[src/rtl/pf_throttle_pkg.sv]
package pf_throttle_pkg;
   typedef enum logic [1:0] {
      VERD_HOLD = 2'd0,
      VERD_DOWN = 2'd1,
      VERD_UP   = 2'd2,
      VERD_FULL = 2'd3
   } pf_verdict_e;
endpackage

[src/rtl/pf_win_meter.sv]
module pf_win_meter #(
   parameter int WIN_LEN = 64,
   localparam int PW = $clog2(WIN_LEN),
   localparam int CW = $clog2(WIN_LEN + 1)
) (
   input  logic          clk,
   input  logic          rst_n,
   input  logic          dmd_valid,
   output logic          win_end,
   output logic [CW-1:0] win_total
);
   localparam logic [PW-1:0] LAST_POS = PW'(WIN_LEN - 1);
   localparam logic [CW-1:0] CNT_SAT  = CW'(WIN_LEN);

   logic [PW-1:0] pos_q;
   logic [CW-1:0] cnt_q;
   logic [CW-1:0] cnt_nx;

   assign win_end   = (pos_q == LAST_POS);
   assign cnt_nx    = (dmd_valid && cnt_q != CNT_SAT) ? cnt_q + 1'b1 : cnt_q;
   assign win_total = cnt_nx;

   always_ff @(posedge clk) begin
      if (!rst_n) begin
         pos_q <= '0;
         cnt_q <= '0;
      end else if (win_end) begin
         pos_q <= '0;
         cnt_q <= '0;
      end else begin
         pos_q <= pos_q + 1'b1;
         cnt_q <= cnt_nx;
      end
   end


   cnt_within_pos_chk: assert property (@(posedge clk) disable iff (!rst_n)
      {1'b0, cnt_q} <= {{(CW-PW){1'b0}}, pos_q}) else $error("demand count ran ahead of window position");
endmodule

[src/rtl/pf_degree_ctl.sv]
module pf_degree_ctl
   import pf_throttle_pkg::*;
#(
   parameter int WIN_LEN = 64,
   parameter int MQ_DEPTH = 16,
   parameter int MQ_BUSY = 12,
   parameter int DEG_W = 3,
   localparam int CW = $clog2(WIN_LEN + 1),
   localparam int MQW = $clog2(MQ_DEPTH + 1)
) (
   input  logic             clk,
   input  logic             rst_n,
   input  logic             win_end,
   input  logic [CW-1:0]    win_total,
   input  logic [MQW-1:0]   mq_count,
   input  logic [CW-1:0]    thr_hi,
   input  logic [CW-1:0]    thr_lo,
   output logic [DEG_W-1:0] deg_q
);
   localparam logic [DEG_W-1:0] DEG_MAX  = '1;
   localparam logic [MQW-1:0]   MQ_LEVEL = MQW'(MQ_BUSY);

   pf_verdict_e verdict;

   always_comb begin
      if (win_total >= thr_hi || mq_count >= MQ_LEVEL) verdict = VERD_DOWN;
      else if (win_total == '0)                        verdict = VERD_FULL;
      else if (win_total <= thr_lo)                    verdict = VERD_UP;
      else                                             verdict = VERD_HOLD;
   end

   always_ff @(posedge clk) begin
      if (!rst_n) begin
         deg_q <= DEG_MAX;
      end else if (win_end) begin
         case (verdict)
            VERD_DOWN: if (deg_q != '0)      deg_q <= deg_q - 1'b1;
            VERD_UP:   if (deg_q != DEG_MAX) deg_q <= deg_q + 1'b1;
            VERD_FULL: deg_q <= DEG_MAX;
            default:   deg_q <= deg_q;
         endcase
      end
   end


   deg_boundary_chk: assert property (@(posedge clk) disable iff (!rst_n)
      !win_end |=> $stable(deg_q)) else $error("degree moved inside a window");


   deg_slow_fall_chk: assert property (@(posedge clk) disable iff (!rst_n)
      1'b1 |=> ({1'b0, deg_q} + {{DEG_W{1'b0}}, 1'b1} >= {1'b0, $past(deg_q)}))
      else $error("degree fell by more than one step");
endmodule

[src/rtl/pf_issue_gate.sv]
module pf_issue_gate #(
   parameter int MQ_DEPTH = 16,
   parameter int DEG_W = 3,
   parameter bit ZERO_STOP = 1'b1,
   localparam int MQW = $clog2(MQ_DEPTH + 1)
) (
   input  logic             dmd_valid,
   input  logic             pf_req,
   input  logic [MQW-1:0]   mq_count,
   input  logic [DEG_W-1:0] degree,
   output logic             pf_grant
);
   localparam logic [MQW-1:0] MQ_STOP = MQW'(MQ_DEPTH - 1);

   logic deg_ok;

   if (ZERO_STOP) begin : g_zero_stop
      assign deg_ok = |degree;
   end else begin : g_zero_pass
      assign deg_ok = 1'b1;
   end

   assign pf_grant = pf_req && !dmd_valid && (mq_count < MQ_STOP) && deg_ok;
endmodule

[src/rtl/pf_throttle.sv]
module pf_throttle #(
   parameter int WIN_LEN = 64,
   parameter int MQ_DEPTH = 16,
   parameter int MQ_BUSY = 12,
   parameter int DEG_W = 3,
   parameter bit ZERO_STOP = 1'b1,
   localparam int CW = $clog2(WIN_LEN + 1),
   localparam int MQW = $clog2(MQ_DEPTH + 1)
) (
   input  logic             clk,
   input  logic             rst_n,
   input  logic             dmd_valid,
   input  logic [MQW-1:0]   mq_count,
   input  logic [CW-1:0]    thr_hi,
   input  logic [CW-1:0]    thr_lo,
   input  logic             pf_req,
   output logic             pf_grant,
   output logic [DEG_W-1:0] pf_degree
);
   localparam logic [MQW-1:0] MQ_STOP = MQW'(MQ_DEPTH - 1);

   if (WIN_LEN < 2) begin : g_bad_win
      $error("WIN_LEN must be at least 2");
   end
   if (MQ_DEPTH < 2) begin : g_bad_depth
      $error("MQ_DEPTH must be at least 2");
   end
   if (MQ_BUSY < 1 || MQ_BUSY >= MQ_DEPTH) begin : g_bad_busy
      $error("MQ_BUSY must lie in 1 .. MQ_DEPTH-1");
   end
   if (DEG_W < 1) begin : g_bad_deg
      $error("DEG_W must be at least 1");
   end

   logic          win_end;
   logic [CW-1:0] win_total;

   pf_win_meter #(.WIN_LEN(WIN_LEN)) u_meter (
      .clk       (clk),
      .rst_n     (rst_n),
      .dmd_valid (dmd_valid),
      .win_end   (win_end),
      .win_total (win_total)
   );

   pf_degree_ctl #(
      .WIN_LEN (WIN_LEN),
      .MQ_DEPTH(MQ_DEPTH),
      .MQ_BUSY (MQ_BUSY),
      .DEG_W   (DEG_W)
   ) u_deg (
      .clk       (clk),
      .rst_n     (rst_n),
      .win_end   (win_end),
      .win_total (win_total),
      .mq_count  (mq_count),
      .thr_hi    (thr_hi),
      .thr_lo    (thr_lo),
      .deg_q     (pf_degree)
   );

   pf_issue_gate #(
      .MQ_DEPTH (MQ_DEPTH),
      .DEG_W    (DEG_W),
      .ZERO_STOP(ZERO_STOP)
   ) u_gate (
      .dmd_valid (dmd_valid),
      .pf_req    (pf_req),
      .mq_count  (mq_count),
      .degree    (pf_degree),
      .pf_grant  (pf_grant)
   );


   demand_first_chk: assert property (@(posedge clk) disable iff (!rst_n)
      dmd_valid |-> !pf_grant) else $error("prefetch granted over a demand lookup");


   queue_block_chk: assert property (@(posedge clk) disable iff (!rst_n)
      (mq_count >= MQ_STOP) |-> !pf_grant) else $error("prefetch granted with miss queue near full");


   grant_needs_req_chk: assert property (@(posedge clk) disable iff (!rst_n)
      pf_grant |-> pf_req) else $error("grant without a request");
endmodule

[config.mk]
export PLATFORM = sky130hd
export DESIGN_NAME = pf_throttle
export DESIGN_NICKNAME = d
export VERILOG_FILES = /design/src/rtl/pf_throttle_pkg.sv /design/src/rtl/pf_win_meter.sv /design/src/rtl/pf_degree_ctl.sv /design/src/rtl/pf_issue_gate.sv /design/src/rtl/pf_throttle.sv
export SDC_FILE = /design/constraint.sdc
export NUM_CORES = 1
export LEC_CHECK = 0
export BUFFER_PORTS_ARGS = -buffer_cell sky130_fd_sc_hd__buf_2
export CELL_PAD_IN_SITES_DETAIL_PLACEMENT = 0
export CELL_PAD_IN_SITES_GLOBAL_PLACEMENT = 1
export CORE_MARGIN = 3
export CORE_UTILIZATION = 41
export CTS_CLUSTER_SIZE = 12
export DETAILED_ROUTE_END_ITERATION = 8
export GPL_ROUTABILITY_DRIVEN = 1
export PLACE_DENSITY_LB_ADDON = 0.12
export SETUP_SLACK_MARGIN = 0.15
export SLEW_MARGIN = 20
export SYNTH_ARGS = -nofsm -noshare
export SYNTH_HDL_FRONTEND = slang
export SYNTH_SLANG_ARGS = --single-unit
[constraint.sdc]
create_clock -name clk -period 4.2 [get_ports clk]
set_input_delay 0.21 -clock clk [delete_from_list [all_inputs] [get_ports clk]]
set_output_delay 0.21 -clock clk [all_outputs]
set_load 0.05 [all_outputs]
==> impl_results.md <==
* Status: finished clean
* Worst path cell trace: or4_4, o21ai_4, xnor2_2, inv_1, ha_1, a2111oi_1, nor4_1, o221a_2, o21ai_4, nand2b_1, fa_1, a311o_1, mux2_4
* Num CTS Buffers at 3
* Largest net degree at the start of global routing at 12
* Number of port buffers at 26
* Ys async rst share at 0
* CTS sink cnt at 16
* Synth top area cells: dfxtp_1, ha_1, xnor2_1, nor2_1, nand3_1
* Top cell type's share of synthesized area at 0.217
* Yosys top cell by area: dfxtp_1
* Critical path launch point type: register
* Delay of the slowest cell on the worst path at 0.61 ns
* Multi-input gate area at 1090 um2
* Commonest non-fill, non-tap cell in the layout: buf_2
* Vias in the first global route at 1418
* Iteration-0 DRC Markers at 99
* Leak at 0.739 nW
* Final min period at 3.89 ns
* Core area at 3390 um2
* Final setup fails at 0
* Yosys reg bits at 16
* Clock root cell: clkbuf_4
* Register area at 322 um2
* Top FF cell, synth: dfxtp_1
* F_max at 257 MHz
* Post-synthesis sequential area ratio at 0.217
* Layout cells sized above 1 at 0.254
* GR Overflow Total at 0
* Crit share post-route at 0.925
* CP arrival at 4.07 ns
* Vias/cell at 5.62
* CTS tree: yes
* CP Class: register to register
* CP required at 4.38 ns
* Row count at 21
* Remaining DRCs at 0
* Crit Path Max Fanout at 6
* Final core occ at 0.513
* WL/cell at 14.5 um
* Peak VDD IR at 120 uV
* Total power per unit cell area at 208 nW/um2
* Starting Density at 0.435
* Cells after synthesis at 177
* Synth-to-layout area growth at 18.0%
* Synth cell types at 55
* CP max stage cell: or4_4
* First-pass GRT wire length at 6160 um
* Hold/Removal Path Class: input port to register
* DR pass1 iterations at 4
* Die Y at 66.0 um
* Syn_nets at 211
* FILL cells at 335
* DP Worst Slack at 0.138 ns
* Final-report max-slew violation count at 0
* H-tree levels at 1
* I/O Pins at 27
* Die area at 4350 um2
* Critical path capture point type: register
* Headroom to the max-slew limit at 0.727
* Avg Cell Area, Syn at 8.33 um2
* Final std cells w/o fill at 255
* Post-synth EDFFs at 0
* Placed cell count at 249
* RSZ-0062 raised after global routing: false
* Post-DP HPWL at 3000 um
* Number of diodes at 0
* Post-DRT Antenna Nets at 0
* Layout Nets at 244
* Final setup skew at 0.00583 ns
* Final wirelength at 3690 um
* Hold Fails Final Rpt at 0
* Worst slew pin tran at 0.400 ns
* Die Width at 66.0 um
* Clk_lat worst skew at 0.29 ns
* Post-CTS Hold Buffers at 0
* Worst Slack Setup Final at 0.314 ns
* Netlist Area Pre-Place at 1480 um2
* Most frequent cells in the layout: buf_2, nor2_1, dfxtp_1
* Max-Cap Viols at 0
* Cell mode on critical path: o21ai_4
* Clk pin slew, worst setup/hold paths at 0.10 ns
* Total Routing Usage GR at 0.180
* GP Congestion at 0.819
* Vias at 1432
* Final setup TNS at 0 ns
* Clock Path Buffers at 2
* Ys Warns at 0
* Initial antenna violation count at 0
==> per-stage QoR <==
step / area, um2 / total power, mW / hold slack, ns
final: 1740 / 0.363 / 0.164
after global routing: 1740 / 0.383 / 0.157
after CTS: 1710 / 0.364 / 0.154
after detailed placement: 1670 / 0.258 / 0.447
after global placement: 1670 / 0.255 / 0.433
after floorplan: 1480 / 0.227 / 0.294
==> sequential cells by signal, summed over array words and instances (netlist names) <==
name and count:
u_meter.pos_q 6, u_deg.deg_q 3, u_meter.cnt_q 7
==> cell usage after synthesis, types with 2 or more instances <==
library cell  number
buf_2              3
nor2_1            15
o211ai_1           2
nor2b_1            8
a41oi_1            2
nand3b_1           2
nand3_1           10
o21ai_0            2
ha_1              10
or3_1              3
dfxtp_1           16
mux2_4             2
nor4_1             3
nand2_1           11
and3_1             5
nand2b_1           5
xnor2_1            9
o21ai_1            3
nand4_1            4
inv_1             13
xor2_1             4
a2111oi_0          3
and2_1             3
a21oi_1            8
==> critical path, delay by kind of cell, from the launching register on <==
kind | cells | cell delay, ns
simple gates | 3 | 0.87
buf+inv | 1 | 0.14
compound gates | 5 | 1.33
flops | 1 | 0.35
mux | 1 | 0.27
fa+ha+maj | 2 | 0.65
xor+xnor | 1 | 0.17
==> layer usage <==
metal / part of all wire / global-route usage
met1: 0.45 / 0.217
met2: 0.50 / 0.325
met3: 0.038 / 0.0238
met4: 0.012 / 0.0609
met5: 0 / 0
==> logic make-up (layout without fill, tap and decap cells) <==
group,Yosys count,count (layout),share of synthesized area
buf+inv,18,50,0.0534
flops,16,16,0.217
simple gates,73,73,0.273
compound gates,41,41,0.232
mux,3,3,0.0271
fa+ha+maj,12,12,0.105
xor+xnor,14,14,0.0925
==> worst paths after layout <==
path                    start               end  slack (ns)  depth (start not counted)
max          u_meter.cnt_q[5]    u_deg.deg_q[1]        0.31                         13
min                     rst_n    u_deg.deg_q[2]        0.16                          2
max reg2reg  u_meter.cnt_q[5]    u_deg.deg_q[1]        0.31                         13
min reg2reg  u_meter.pos_q[0]  u_meter.pos_q[0]        0.46                          1
==> layout make-up <==
class / instances / share of cell area
inverters: 13 / 0.0280
well taps: 46 / 0.0331
clock buffers: 4 / 0.0208
multi-input cells: 143 / 0.628
repair buffers: 33 / 0.105
flip-flops and latches: 16 / 0.185
==> where the power goes <==
group | total (mW) | switching, mW | internal (mW)
combinational | 0.0973 | 0.0529 | 0.0444
sequential | 0.161 | 0.00507 | 0.156
clock | 0.104 | 0.0515 | 0.0527
total | 0.363 | 0.109 | 0.253
==> repair_timing <==
action / in CTS / in global routing
buffers inserted: 0 / 2
setup endpoints to repair: 2 / 2
endpoints found under the hold margin: 0 / 0
resized for setup: 1 / 4
pin swaps: 0 / 1
No activity file was read; power rests on OpenSTA's default activity.
